$ cat src/rtl/fclk_pkg.sv
package fclk_pkg;
  parameter int VecW = 16;
  parameter int PhW  = 4;
  parameter int FbW  = 8;
  localparam int PosW = $clog2(VecW);
  localparam int LenW = PosW + 1;

  typedef struct packed {
    logic latchPend;
    logic swap;
  } fclkCtlT;

  // smallest repeat period (2..VecW) of the pattern
  function automatic logic [LenW-1:0] minPeriod(input logic [VecW-1:0] v);
    logic [LenW-1:0] best;
    logic ok;
    best = LenW'(VecW);
    for (int p = VecW - 1; p >= 2; p--) begin
      ok = 1'b1;
      for (int i = 0; i < VecW - p; i++) begin
        if (v[i] != v[i+p]) ok = 1'b0;
      end
      if (ok) best = LenW'(p);
    end
    return best;
  endfunction
endpackage

$ cat src/rtl/fclk_ctrl.sv
module fclk_ctrl
  import fclk_pkg::*;
(
  input  logic            clk,
  input  logic            rst,
  input  logic            cfgWrite,
  input  logic            curHalf0,
  input  logic            curHalf1,
  input  logic [LenW-1:0] actLen,
  input  logic [LenW-1:0] pendLen,
  input  logic [PhW-1:0]  pendPhase,
  output fclkCtlT         ctl,
  output logic [PosW-1:0] pos
);
  logic            pendValid;
  logic            swapNow;
  logic [LenW-1:0] posPlus2;
  logic [LenW-1:0] posNext;
  logic [LenW-1:0] startPos;

  assign swapNow  = pendValid && !curHalf0 && !curHalf1;
  assign posPlus2 = {1'b0, pos} + LenW'(2);
  assign posNext  = (posPlus2 >= actLen) ? posPlus2 - actLen : posPlus2;
  assign startPos = LenW'(pendPhase) % pendLen;

  always_comb begin
    ctl.latchPend = cfgWrite;
    ctl.swap      = swapNow;
  end

  always_ff @(posedge clk) begin
    if (rst) begin
      pendValid <= 1'b0;
      pos       <= '0;
    end else begin
      if (cfgWrite)     pendValid <= 1'b1;
      else if (swapNow) pendValid <= 1'b0;
      if (swapNow) pos <= startPos[PosW-1:0];
      else         pos <= posNext[PosW-1:0];
    end
  end
endmodule

$ cat src/rtl/fclk_dp.sv
module fclk_dp
  import fclk_pkg::*;
(
  input  logic            clk,
  input  logic            rst,
  input  fclkCtlT         ctl,
  input  logic [PosW-1:0] pos,
  input  logic [VecW-1:0] cfgClkVec,
  input  logic [PhW-1:0]  cfgPhase,
  input  logic [FbW-1:0]  cfgFdbk,
  output logic            curHalf0,
  output logic            curHalf1,
  output logic [LenW-1:0] actLen,
  output logic [LenW-1:0] pendLen,
  output logic [PhW-1:0]  pendPhase,
  output logic [1:0]      fclkPairN,
  output logic            riseStb,
  output logic            fallStb,
  output logic            updStb
);
  logic [VecW-1:0] pendVec, actVec;
  logic [FbW-1:0]  pendFb, actFb;
  logic            running;
  logic [LenW-1:0] idxRaw;
  logic [PosW-1:0] idx1;
  logic            lastHi;
  logic            riseNext, fallNext;

  assign actLen   = minPeriod(actVec);
  assign pendLen  = minPeriod(pendVec);
  assign running  = |actFb;
  assign idxRaw   = {1'b0, pos} + LenW'(1);
  assign idx1     = (idxRaw >= actLen) ? '0 : idxRaw[PosW-1:0];
  assign curHalf0 = running & actVec[pos];
  assign curHalf1 = running & actVec[idx1];
  assign riseNext = (!lastHi & curHalf0) | (!curHalf0 & curHalf1);
  assign fallNext = (lastHi & !curHalf0) | (curHalf0 & !curHalf1);

  always_ff @(posedge clk) begin
    if (rst) begin
      pendVec   <= '0;
      pendPhase <= '0;
      pendFb    <= '0;
      actVec    <= '0;
      actFb     <= '0;
    end else begin
      if (ctl.latchPend) begin
        pendVec   <= cfgClkVec;
        pendPhase <= cfgPhase;
        pendFb    <= cfgFdbk;
      end
      if (ctl.swap) begin
        actVec <= pendVec;
        actFb  <= pendFb;
      end
    end
  end

  always_ff @(posedge clk) begin
    if (rst) begin
      fclkPairN <= 2'b11;
      lastHi    <= 1'b0;
      riseStb   <= 1'b0;
      fallStb   <= 1'b0;
      updStb    <= 1'b0;
    end else begin
      fclkPairN <= ~{curHalf1, curHalf0};
      lastHi    <= curHalf1;
      riseStb   <= riseNext;
      fallStb   <= fallNext;
      updStb    <= riseNext | fallNext;
    end
  end
endmodule

$ cat src/rtl/fclk_gen.sv
module fclk_gen
  import fclk_pkg::*;
(
  input  logic            clk,
  input  logic            rst,
  input  logic            cfgWrite,
  input  logic [VecW-1:0] cfgClkVec,
  input  logic [PhW-1:0]  cfgPhase,
  input  logic [FbW-1:0]  cfgFdbk,
  output logic [1:0]      fclkPairN,
  output logic            riseStb,
  output logic            fallStb,
  output logic            updStb
);
  fclkCtlT         ctlBus;
  logic [PosW-1:0] pos;
  logic            curHalf0, curHalf1;
  logic [LenW-1:0] actLen, pendLen;
  logic [PhW-1:0]  pendPhase;
  logic            swapNow;

  assign swapNow = ctlBus.swap;

  fclk_ctrl uCtrl (
    .clk(clk), .rst(rst), .cfgWrite(cfgWrite),
    .curHalf0(curHalf0), .curHalf1(curHalf1),
    .actLen(actLen), .pendLen(pendLen), .pendPhase(pendPhase),
    .ctl(ctlBus), .pos(pos)
  );

  fclk_dp uDp (
    .clk(clk), .rst(rst), .ctl(ctlBus), .pos(pos),
    .cfgClkVec(cfgClkVec), .cfgPhase(cfgPhase), .cfgFdbk(cfgFdbk),
    .curHalf0(curHalf0), .curHalf1(curHalf1),
    .actLen(actLen), .pendLen(pendLen), .pendPhase(pendPhase),
    .fclkPairN(fclkPairN), .riseStb(riseStb), .fallStb(fallStb), .updStb(updStb)
  );
endmodule

$ cat config.mk
export PLATFORM = sky130hd
export DESIGN_NAME = fclk_gen
export DESIGN_NICKNAME = d
export VERILOG_FILES = /design/src/rtl/fclk_pkg.sv /design/src/rtl/fclk_ctrl.sv /design/src/rtl/fclk_dp.sv /design/src/rtl/fclk_gen.sv
export SDC_FILE = /design/constraint.sdc
export NUM_CORES = 1
export LEC_CHECK = 0
export BUFFER_PORTS_ARGS = -buffer_cell sky130_fd_sc_hd__buf_2
export CORE_MARGIN = 5
export CORE_UTILIZATION = 35
export DETAILED_ROUTE_END_ITERATION = 10
export PLACE_DENSITY = 0.53
export SLEW_MARGIN = 20
export SYNTH_ARGS = -nofsm -noshare
export SYNTH_HDL_FRONTEND = slang
export SYNTH_HIERARCHICAL = 1
export SYNTH_SLANG_ARGS = --single-unit
$ cat constraint.sdc
create_clock -name clk -period 14.7 [get_ports clk]
set_input_delay 0 -clock clk [delete_from_list [all_inputs] [get_ports clk]]
set_output_delay 0 -clock clk [all_outputs]
set_load 0.02 [all_outputs]
==> results of run 1 <==
## sequential cells by signal, indices dropped and copies added (netlist names)
name,flops
uDp/actVec,16
uDp/pendVec,16
uDp/actFb,8
uDp/pendFb,8
uCtrl/pos,4
uDp/pendPhase,4
uDp/fclkPairN,2
uCtrl/pendValid,1
uDp/fallStb,1
uDp/lastHi,1
uDp/riseStb,1
uDp/updStb,1
## Yosys cell counts (23+ instances only)
library cell,count
buf_2,48
nor3_1,23
xnor2_1,48
xor2_1,49
mux2i_1,58
a21oi_1,23
dfxtp_1,63
nand3_1,34
inv_1,28
nand2_1,34
nor2_1,75
ha_1,27
## logic make-up after synthesis
group	Yosys count	share of synthesized area
compound gates	127	0.149
fa+ha+maj	29	0.0611
flops	63	0.204
buf+inv	101	0.0754
xor+xnor	98	0.140
other cells	1	0.000606
mux	68	0.130
simple gates	282	0.240
## power breakdown
part / leakage, uW / internal [uW] / switching, uW
clock network: 0.000139 / 133 / 84.6
logic: 0.00246 / 235 / 247
registers: 0.000516 / 186 / 43.0
## area by class of cell
| cell class | instances | area, sq um |
|---|---|---|
| clock buffers | 9 | 225 |
| clock inverters | 7 | 78.8 |
| fillers | 1769 | 10400 |
| inverters | 28 | 105 |
| multi-input cells | 605 | 4470 |
| flip-flops and latches | 63 | 1260 |
| well taps | 225 | 282 |
| repair buffers | 69 | 500 |
## through the flow
stage                     hold slack, ns  power, uW  utilization  instances  area, sq um
after global routing               0.317       1010        0.400       1006         6920
after floorplan                   0.0724        621            -        769         6190
after CTS                          0.282        937        0.400       1006         6920
after global placement             0.235        709        0.366        962         6330
final                              0.275        928        0.400       1006         6920
after detailed placement           0.241        707        0.366        962         6330
## layer usage
layer,track usage,part of all wire
met1,0.225,0.51
met2,0.243,0.45
met3,0.0248,0.037
met4,0.0275,0.0062
met5,0,0
## worst reg2reg max path, delay by kind of cell, from the launching register on
kind | cells | cell delay [ns]
DFF | 1 | 1.00
AOI/OAI and AO/OA | 13 | 3.35
buffers and inverters | 1 | 0.16
adders and majority gates | 4 | 1.18
and+or+nand+nor | 10 | 1.07
## worst max-delay path by stage
stage                                           start                        end  slack [ns]
final                     uDp/pendVec[0]$_SDFFE_PP0P_  uCtrl/pos[0]$_SDFFE_PP0P_        7.79
after global routing      uDp/pendVec[0]$_SDFFE_PP0P_  uCtrl/pos[0]$_SDFFE_PP0P_        7.00
after CTS                 uDp/pendVec[0]$_SDFFE_PP0P_  uCtrl/pos[0]$_SDFFE_PP0P_        7.76
after detailed placement  uDp/pendVec[0]$_SDFFE_PP0P_  uCtrl/pos[0]$_SDFFE_PP0P_        7.80
after global placement    uDp/pendVec[0]$_SDFFE_PP0P_  uCtrl/pos[0]$_SDFFE_PP0P_        7.84
after floorplan           uDp/pendVec[8]$_SDFFE_PP0P_  uCtrl/pos[0]$_SDFFE_PP0P_        8.75
==> metrics.md, run 1 <==
| Metric | Value |
|---|---|
| Status | finished, final reports clean |
| Register clock-pin slew on the reported worst setup and hold paths | 0.06 ns |
| Top post-synthesis cells by area | dfxtp_1 20%, mux2i_1 9.4%, xor2_1 6.9% |
| Register bit total from synthesis | 63 |
| Peak VDD IR | 0.0954 mV |
| Die area | 0.0204 sq mm |
| Final Cycle Share | 0.470 |
| ANT cells | 0 |
| Area growth syn-to-layout | 11.8% |
| Post-synth EDFFs | 0 |
| # IOs | 36 |
| Setup bufs post-CTS | 0 |
| Drt pass-1 iters | 5 |
| Share of layout cells above drive strength 1 | 0.106 |
| GR Util All Layers | 0.154 |
| Area leader, netlist | dfxtp_1 |
| Hold Path Stages | 3 |
| Initial Util | 0.358 |
| Commonest non-fill, non-tap cell in the layout | nor2_1 |
| Via count of the first global-routing pass | 5016 |
| Setup CP Type | reg2reg |
| Vias | 5399 |
| FMAX | 0.145 GHz |
| CTS Root Cell | clkbuf_16 |
| Arrival time worst endpoint | 7.10 ns |
| Critical Path RT | 14.89 ns |
| PortBufs | 35 |
| Hold EP | uCtrl/pendValid$_SDFFE_PP0P_ |
| Yosys top cell area share | 0.204 |
| PostCTS Resize Cnt | 0 |
| Avg Inst Size Synth | 8.05 sq um |
| Sink Count | 63 |
| Maxcap violations | 0 |
| Global-route wire length before repair | 26100 microns |
| Synth unique cells | 80 |
| Hold Fails Final Rpt | 0 |
| Post-Syn Nets | 829 |
| Drt total wl | 15400 microns |
| Crit path time final | 6.91 ns |
| Initial antenna violation count | 0 |
| Total grt overflow | 0 |
| Measured slew at the worst slew-check pin | 1.03 ns |
| Reg2reg setup slack | 7.79 ns |
| Pleak | 0.00312 uW |
| Row count | 48 |
| Hpwl dp | 10200 microns |
| Ys flop type | dfxtp_1 |
| Worst setup SP type | flip-flop |
| Slack of the critical path | 7.79 ns |
| Crit end category | flip-flop |
| Post-Synthesis Cells | 769 |
| Worst min path class | in2reg |
| Area of the mapped netlist | 0.00619 sq mm |
| Most frequent cells in the layout | 75 x nor2_1, 63 x dfxtp_1, 58 x mux2i_1, 49 x xor2_1, 48 x xnor2_1 |
| CP Buf/Inv Count | 1 |
| Post-synth ARST share | 0 |
| CTS Hold Bufs | 28 |
| CTS tree | built |
| Core area | 0.0173 sq mm |
| Clock Skew | 0.00948 ns |
| CTS Buf Count | 9 |
| CTS max path bufs | 2 |
| CP max FO | 28 |
| Slew Viols, Final | 0 |
| Final setup TNS | 0 ns |
| Syn. warnings | 6 |
| R2R Path Start | uDp/pendVec[0]$_SDFFE_PP0P_ |
| Crit-path leading delay family | compound AO/OA/AOI/OAI gates |
| Vias/cell | 5.37 |
| Sequential area share after synthesis | 0.204 |
| Crit path depth | 28 |
| Pre-CTS WS | 7.80 ns |
| Final setup viols | 0 |
| Slew headroom | 0.313 |
| Worst-skew pair later-pin latency | 0.34 ns |
| Placer Congestion | 0.800 |
| Reg-to-reg critical path endpoint | uCtrl/pos[0]$_SDFFE_PP0P_ |
| DR WL/cell | 15.3 microns |
| Chip Width | 143 microns |
| RSZ-0062 raised after global routing | no |
| Worst hold start | rst |
| Largest net degree at the start of global routing | 63 |
| Detailed-route DRC error count | 0 |
| Slowest CP cell | dfxtp_1 |
| Nets@finish | 836 |
| Post-DRT Antenna Nets | 0 |
| Die span in y | 143 microns |
| H-tree Lvls | 3 |
| PwrDens | 134 mW/mm^2 |
| Starting DRT DRC Count | 445 |
| Reg2Reg Depth | 28 |
| CP max stage delay | 1.00 ns |
No activity file was read; power rests on OpenSTA's default activity.
==> run 2: changes to the inputs <==
--- a/config.mk
+++ b/config.mk
@@ -5,11 +5,12 @@
 export SDC_FILE = /design/constraint.sdc
 export NUM_CORES = 1
 export LEC_CHECK = 0
+export ABC_AREA = 1
 export BUFFER_PORTS_ARGS = -buffer_cell sky130_fd_sc_hd__buf_2
 export CORE_MARGIN = 5
 export CORE_UTILIZATION = 35
 export DETAILED_ROUTE_END_ITERATION = 10
-export PLACE_DENSITY = 0.53
+export PLACE_DENSITY = 0.54
 export SLEW_MARGIN = 20
 export SYNTH_ARGS = -nofsm -noshare
 export SYNTH_HDL_FRONTEND = slang
==> constraint.sdc (replaced) <==
create_clock -name clk -period 5.76 [get_ports clk]
set_input_delay 0 -clock clk [delete_from_list [all_inputs] [get_ports clk]]
set_output_delay 0 -clock clk [all_outputs]
set_load 0.02 [all_outputs]
==> run 2 against run 1 <==
  * The run now ends with negative hold slack left
  * Wire length up 33%
  * Largest cell class unchanged
  * Die area up 4.9%
  * Core utilization up 4.0 points
  * Global-route usage up 2.9 points
  * Count of clock-buffer cells in the layout up 1
  * Area after synthesis up 5.3%
  * Critical endpoint unchanged
==> metrics.md, run 2 <==
| Metric | Value |
|---|---|
| GR Util All Layers | 0.183 (+0.0289) |
| Detailed-route DRC error count | 0 (unchanged) |
| Initial Util | 0.352 (-0.00589) |
| Status | finished with violations |
| Ys flop type | dfxtp_1 |
| CTS tree | built |
| Multi-input combinational cell area | 0.00462 sq mm (+3.5%) |
| Row count | 50 (+4.2%) |
| Placer Congestion | 0.955 (+19%) |
| Core area | 0.0185 sq mm (+7.1%) |
| Worst-skew pair later-pin latency | 0.33 ns (about the same) |
| Adder-Cell Fraction of Synth Area | 0.0580 (-0.00307) |
| Xor/xnor cell area share of the yosys netlist | 0.103 (-0.0366) |
| Die span in y | 146 microns (+2.4%) |
| Hold Path Stages | 3 (unchanged) |
| Synth cell count leaders | 230 x nand2_1, 116 x nor2_1, 104 x inv_1 |
| PortBufs | 35 (unchanged) |
| Total grt overflow | 0 (unchanged) |
| Starting DRT DRC Count | 645 (+45%) |
| WHS | -0.0119 ns (-0.286 ns) |
| CP startpoint | uDp/pendVec[0]$_SDFFE_PP0P_ |
| Final Cycle Share | 0.940 (+0.470) |
| FMAX | 0.185 GHz (+28%) |
| Global-route wire length before repair | 33100 microns (+27%) |
| Slew headroom | 0.482 (+0.169) |
| Synth Area in Compound Gates | 0.181 (+0.0317) |
| CP max stage delay | 0.36 ns (-0.64 ns) |
| Vias/cell | 5.16 (-3.8%) |
| Initial antenna violation count | 0 (unchanged) |
| Vias | 7036 (+30%) |
| DR WL/cell | 15.0 microns (-1.7%) |
| Crit path time final | 5.41 ns (-1.49 ns) |
| Crit end category | flip-flop |
| ANT cells | 0 (unchanged) |
| Cell Count, Final, Fillers Out | 1363 (+35%) |
| Register bit total from synthesis | 63 (unchanged) |
| Area leader, netlist | dfxtp_1 |
| Reg2Reg Depth | 44 (+57%) |
| Most frequent cell after synthesis | nand2_1 |
| Cells after DPL | 1303 (+35%) |
| CTS Root Cell | clkbuf_16 |
| Largest family of logic cells by synthesized area | simple AND/OR/NAND/NOR gates |
| Biggest regs | uDp/actVec x16, uDp/pendVec x16 |
| Drt total wl | 20500 microns (+33%) |
| Post-Synthesis Cells | 1030 (+34%) |
| Slowest CP cell | dfxtp_4 |
| Area growth syn-to-layout | 25.0% |
| Die area | 0.0214 sq mm (+4.9%) |
| Most frequent cells in the layout | 218 x nand2_1, 113 x nor2_1, 96 x inv_1, 77 x buf_4, 70 x o21ai_0 |
| Synth unique cells | 60 (-25%) |
| Commonest non-fill, non-tap cell in the layout | nand2_1 |
| H-tree Lvls | 3 (unchanged) |
| Clock Skew | 0.00746 ns (-0.00202 ns) |
| Slew Viols, Final | 0 (unchanged) |
| CP max FO | 7 (-75%) |
| Final setup viols | 0 (unchanged) |
| Post-Syn Nets | 1090 (+31%) |
| # IOs | 36 (unchanged) |
| Worst setup SP type | flip-flop |
| CTS Buf Count | 9 (unchanged) |
| Critical Path RT | 5.98 ns (-8.91 ns) |
| Hpwl dp | 14500 microns (+42%) |
| Nets@finish | 1184 (+42%) |
| Post-synth EDFFs | 0 (unchanged) |
| Worst min path class | in2reg |
| Avg Inst Size Synth | 6.33 sq um (-21%) |
| Worst hold start | cfgClkVec[5] |
| Chip Width | 146 microns (+2.4%) |
| Setup CP Type | reg2reg |
| Area of the mapped netlist | 0.00652 sq mm (+5.3%) |
| Maxcap violations | 0 (unchanged) |
| Sequential area share after synthesis | 0.194 (-0.0103) |
| Post-synthesis simple-gate area fraction | 0.328 (+0.0874) |
| Via count of the first global-routing pass | 6694 (+33%) |
| Fillers | 1924 (+8.8%) |
| Post-DRT Antenna Nets | 0 (unchanged) |
| CTS max path bufs | 2 (unchanged) |
| Arrival time worst endpoint | 5.64 ns (-1.46 ns) |
| Post-synth ARST share | 0 (unchanged) |
| Share of layout cells above drive strength 1 | 0.221 (+0.115) |
| Yosys top cell area share | 0.194 (-0.0103) |
| Top post-synthesis cells by area | dfxtp_1 19%, nand2_1 13%, nor2_1 6.7% |
| Drt pass-1 iters | 5 (unchanged) |
| Failing checks | negative hold slack |
| Sink Count | 63 (unchanged) |
| Register area | 0.00129 sq mm (+2.7%) |
| R2R Path Start | uDp/pendVec[0]$_SDFFE_PP0P_ |
| Measured slew at the worst slew-check pin | 0.776 ns (-0.253 ns) |
| Largest net degree at the start of global routing | 55 (-13%) |
| Syn. warnings | 6 (unchanged) |
| Mux share of post-synthesis cell area | 0 (-0.130) |
| Register clock-pin slew on the reported worst setup and hold paths | 0.06 ns (about the same) |
| Hold Fails Final Rpt | 1 (+1) |
run 2: cell count changes after synthesis, sizes merged, moves of 15 or more:
cell   before  now
nor2       75  123
nand3      34   60
nand2      34  237
o21ai      17   83
inv        28  120
or3        19    0
buf        60   45
and3       21    1
xor2       50   35
mux2i      59    0
a21oi      24   72
run 2: layer usage:
layer / GRT usage / vias to the layer above / wire [microns]
met2: 0.301 / 214 / 9330
li1: - / 3561 / -
met5: 0 / - / 0
met1: 0.249 / 3217 / 9760
met3: 0.0248 / 44 / 933
met4: 0.0574 / 0 / 457
run 2: layout make-up:
type,count,area share
Clock buffer,10,0.0281
Tap cell,234,0.0359
Inverter,124,0.0593
Timing Repair Buffer,146,0.139
Clock inverter,6,0.0115
Sequential cell,63,0.159
Multi-Input combinational cell,780,0.567
run 2: final timing paths:
kind	end	slack [ns]
min	uDp/pendVec[5]$_SDFFE_PP0P_	-0.01
min reg2reg	uDp/actFb[1]$_SDFFE_PP0P_	0.49
max reg2reg	uCtrl/pos[0]$_SDFFE_PP0P_	0.35
max	uCtrl/pos[0]$_SDFFE_PP0P_	0.35
run 2: logic make-up (layout without fill, tap and decap cells):
kind of cell / count (synthesis) / in the layout
other: 1 / 1
xor gates and xnor gates: 76 / 76
buffers and inverters: 187 / 286
and+or+nand+nor: 475 / 475
AOI/OAI and AO/OA: 199 / 199
DFF: 63 / 63
adders and majority gates: 29 / 29
run 2: critical path, delay by kind of cell, from the launching register on:
kind	cells	cell delay, ns
adder cells (fa/ha/maj)	4	1.07
flip-flops	1	0.36
AO/OA/AOI/OAI	3	0.21
AND/OR/NAND/NOR	25	2.58
XOR/XNOR	1	0.14
buffers and inverters	11	0.94
run 2: timing repair:
item / in CTS / in global routing
gates cloned: 0 / 1
buffers inserted: 0 / 15
hold buffers: 28 / 0
setup endpoints to repair: 4 / 4
endpoints found under the hold margin: 30 / 0
gates resized for setup: 1 / 82
pin swaps: 0 / 32
run 2: stage by stage:
step	worst slack (ns)	hold WS [ns]	utilization	setup TNS [ns]	cell area, sq um
floorplan	0.566	0.0624	-	0	6520
global placement	0.0787	0.223	0.383	0	7100
detailed placement	-0.0420	0.228	0.383	-0.0561	7100
CTS	0.0491	0.00262	0.416	0	7700
global route	-0.118	0.0189	0.440	-0.341	8150
finish	0.345	-0.0119	0.440	0	8150
Power of run 2 is left out: the tool's default activity adds up to more than one toggle a clock period on the data nets, which glitch-free logic cannot reach.
==> run 3: changes to the inputs <==
--- a/config.mk
+++ b/config.mk
@@ -10,7 +10,7 @@
 export CORE_MARGIN = 5
 export CORE_UTILIZATION = 35
 export DETAILED_ROUTE_END_ITERATION = 10
-export PLACE_DENSITY = 0.54
+export PLACE_DENSITY = 0.53
 export SLEW_MARGIN = 20
 export SYNTH_ARGS = -nofsm -noshare
 export SYNTH_HDL_FRONTEND = slang
==> constraint.sdc (replaced) <==
create_clock -name clk -period 6 [get_ports clk]
set_input_delay 0 -clock clk [delete_from_list [all_inputs] [get_ports clk]]
set_output_delay 0 -clock clk [all_outputs]
set_load 0.02 [all_outputs]
==> run 3 against run 2 <==
  * The run now ends clean
  * Flip-flop and latch count is the same
  * Register-to-register slack better by 0.13 ns
  * Die area did not move
  * Largest cell class unchanged
==> metrics.md, run 3 (same netlist as run 2, synthesis figures left out) <==
| Metric | Value |
|---|---|
| CP max FO | 6 (-1) |
| Slew Viols, Final | 0 (unchanged) |
| Vias | 6911 (-1.8%) |
| Starting DRT DRC Count | 609 (-5.6%) |
| Arrival time worst endpoint | 5.79 ns (+0.15 ns) |
| Clock Skew | 0.00574 ns (-0.00172 ns) |
| Largest net degree at the start of global routing | 55 (unchanged) |
| Hold Fails Final Rpt | 0 (-1) |
| Core area | 0.0185 sq mm (unchanged) |
| Chip Width | 146 microns (unchanged) |
| GR Util All Layers | 0.188 (+0.00426) |
| Reg2reg setup slack | 0.48 ns (+0.13 ns) |
| Biggest regs | uDp/actVec x16, uDp/pendVec x16 |
| Total grt overflow | 0 (unchanged) |
| PortBufs | 35 (unchanged) |
| ANT cells | 0 (unchanged) |
| Fillers | 2002 (+4.1%) |
| Via count of the first global-routing pass | 6792 (+1.5%) |
| R2R Path Start | uDp/pendVec[4]$_SDFFE_PP0P_ |
| Die area | 0.0214 sq mm (unchanged) |
| Nets@finish | 1142 (-3.5%) |
| Initial antenna violation count | 0 (unchanged) |
| Measured slew at the worst slew-check pin | 0.911 ns (+0.135 ns) |
| FMAX | 0.181 GHz (-2.0%) |
| Sink Count | 63 (unchanged) |
| Final Cycle Share | 0.921 (-0.0194) |
| Worst hold start | cfgClkVec[1] |
| Crit end category | flip-flop |
| Crit path time final | 5.52 ns (+0.109 ns) |
| Drt pass-1 iters | 6 (+1) |
| Post-DRT Antenna Nets | 0 (unchanged) |
| Slowest CP cell | dfxtp_2 |
| Met2 WL post-DR | 9670 microns (+3.7%) |
| Share of layout cells above drive strength 1 | 0.174 (-0.0476) |
| Placer Congestion | 0.969 (+1.5%) |
| Row count | 50 (unchanged) |
| Worst setup SP type | flip-flop |
| CTS Root Cell | clkbuf_16 |
| Most frequent cells in the layout | 222 x nand2_1, 116 x nor2_1, 98 x inv_1, 70 x o21ai_0, 66 x a21oi_1 |
| Maxcap violations | 0 (unchanged) |
| Worst-skew pair later-pin latency | 0.33 ns (about the same) |
| CTS tree | built |
| Register clock-pin slew on the reported worst setup and hold paths | 0.06 ns (about the same) |
| Commonest non-fill, non-tap cell in the layout | nand2_1 |
| CP startpoint | uDp/pendVec[4]$_SDFFE_PP0P_ |
| Register area | 0.00129 sq mm (-0.58%) |
| DR WL/cell | 15.5 microns (+2.9%) |
| Drt total wl | 20400 microns (-0.32%) |
| CTS max path bufs | 2 (unchanged) |
| Hpwl dp | 14500 microns (-0.44%) |
| Most frequent cell on the critical path | nand2_1 |
| Setup CP Type | reg2reg |
| # IOs | 36 (unchanged) |
| Worst min path class | in2reg |
| Vias/cell | 5.23 (+1.3%) |
| Initial Util | 0.352 (unchanged) |
| Status | finished, final reports clean |
| Final setup TNS | 0 ns (unchanged) |
| H-tree Lvls | 3 (unchanged) |
| Slew headroom | 0.392 (-0.0902) |
| Max layer used | met4 |
| CTS Buf Count | 9 (unchanged) |
| Wire length on met3 | 929 microns (-0.43%) |
| Final setup viols | 0 (unchanged) |
| Global-route wire length before repair | 33700 microns (+1.9%) |
| Met1 wire length | 9320 microns (-4.5%) |
| CP max stage delay | 0.43 ns (+0.07 ns) |
| Die span in y | 146 microns (unchanged) |
| Area growth syn-to-layout | 17.5% |
| Detailed-route DRC error count | 0 (unchanged) |
| Critical Path RT | 6.27 ns (+0.29 ns) |
| Multi-input combinational cell area | 0.00452 sq mm (-2.1%) |
run 3: worst paths after layout:
kind / to / depth (start not counted)
worst max-delay path: uCtrl/pos[1]$_SDFF_PP0_ / 44
worst min-delay path: uDp/pendVec[1]$_SDFFE_PP0P_ / 3
worst max register to register: uCtrl/pos[1]$_SDFF_PP0_ / 44
worst min register to register: uDp/actFb[4]$_SDFFE_PP0P_ / 2
run 3: what timing repair did:
item / in CTS / in global routing
hold buffers: 28 / 0
endpoints found under the hold margin: 31 / 0
setup buffers: 0 / 7
resized for setup: 0 / 53
setup endpoints to repair: 0 / 4
run 3: cell type report:
type,count,share of cell area
clock inverter,4,0.00703
clock buffer,12,0.0335
sequential,63,0.168
tap,234,0.0383
inverter,124,0.0608
timing repair buffer,104,0.101
multi-input combinational,780,0.591
run 3: through the flow:
| step | instance area [sq um] | cells | hold WS (ns) | setup slack (ns) | util |
|---|---|---|---|---|---|
| after floorplan | 6520 | 1030 | 0.0624 | 0.806 | - |
| after detailed placement | 6830 | 1270 | 0.230 | 0.0911 | 0.369 |
| final | 7650 | 1321 | 0.0214 | 0.476 | 0.413 |
| after global routing | 7650 | 1321 | 0.0679 | -0.0581 | 0.413 |
| after CTS | 7420 | 1314 | 0.0202 | 0.0693 | 0.400 |
| after global placement | 6830 | 1270 | 0.225 | 0.161 | 0.369 |
run 3: routing by layer:
metal,track usage,vias up
li1,-,3476
met1,0.248,3157
met2,0.318,231
met3,0.0214,47
met4,0.0640,0
met5,0,-
run 3: critical path, delay by kind of cell (launching register included):
family / cells / cell delay, ns
compound gates: 5 / 0.87
fa+ha+maj: 4 / 0.96
buf+inv: 7 / 0.62
flops: 1 / 0.43
simple gates: 28 / 2.57
Power of run 3 is left out for the same reason.
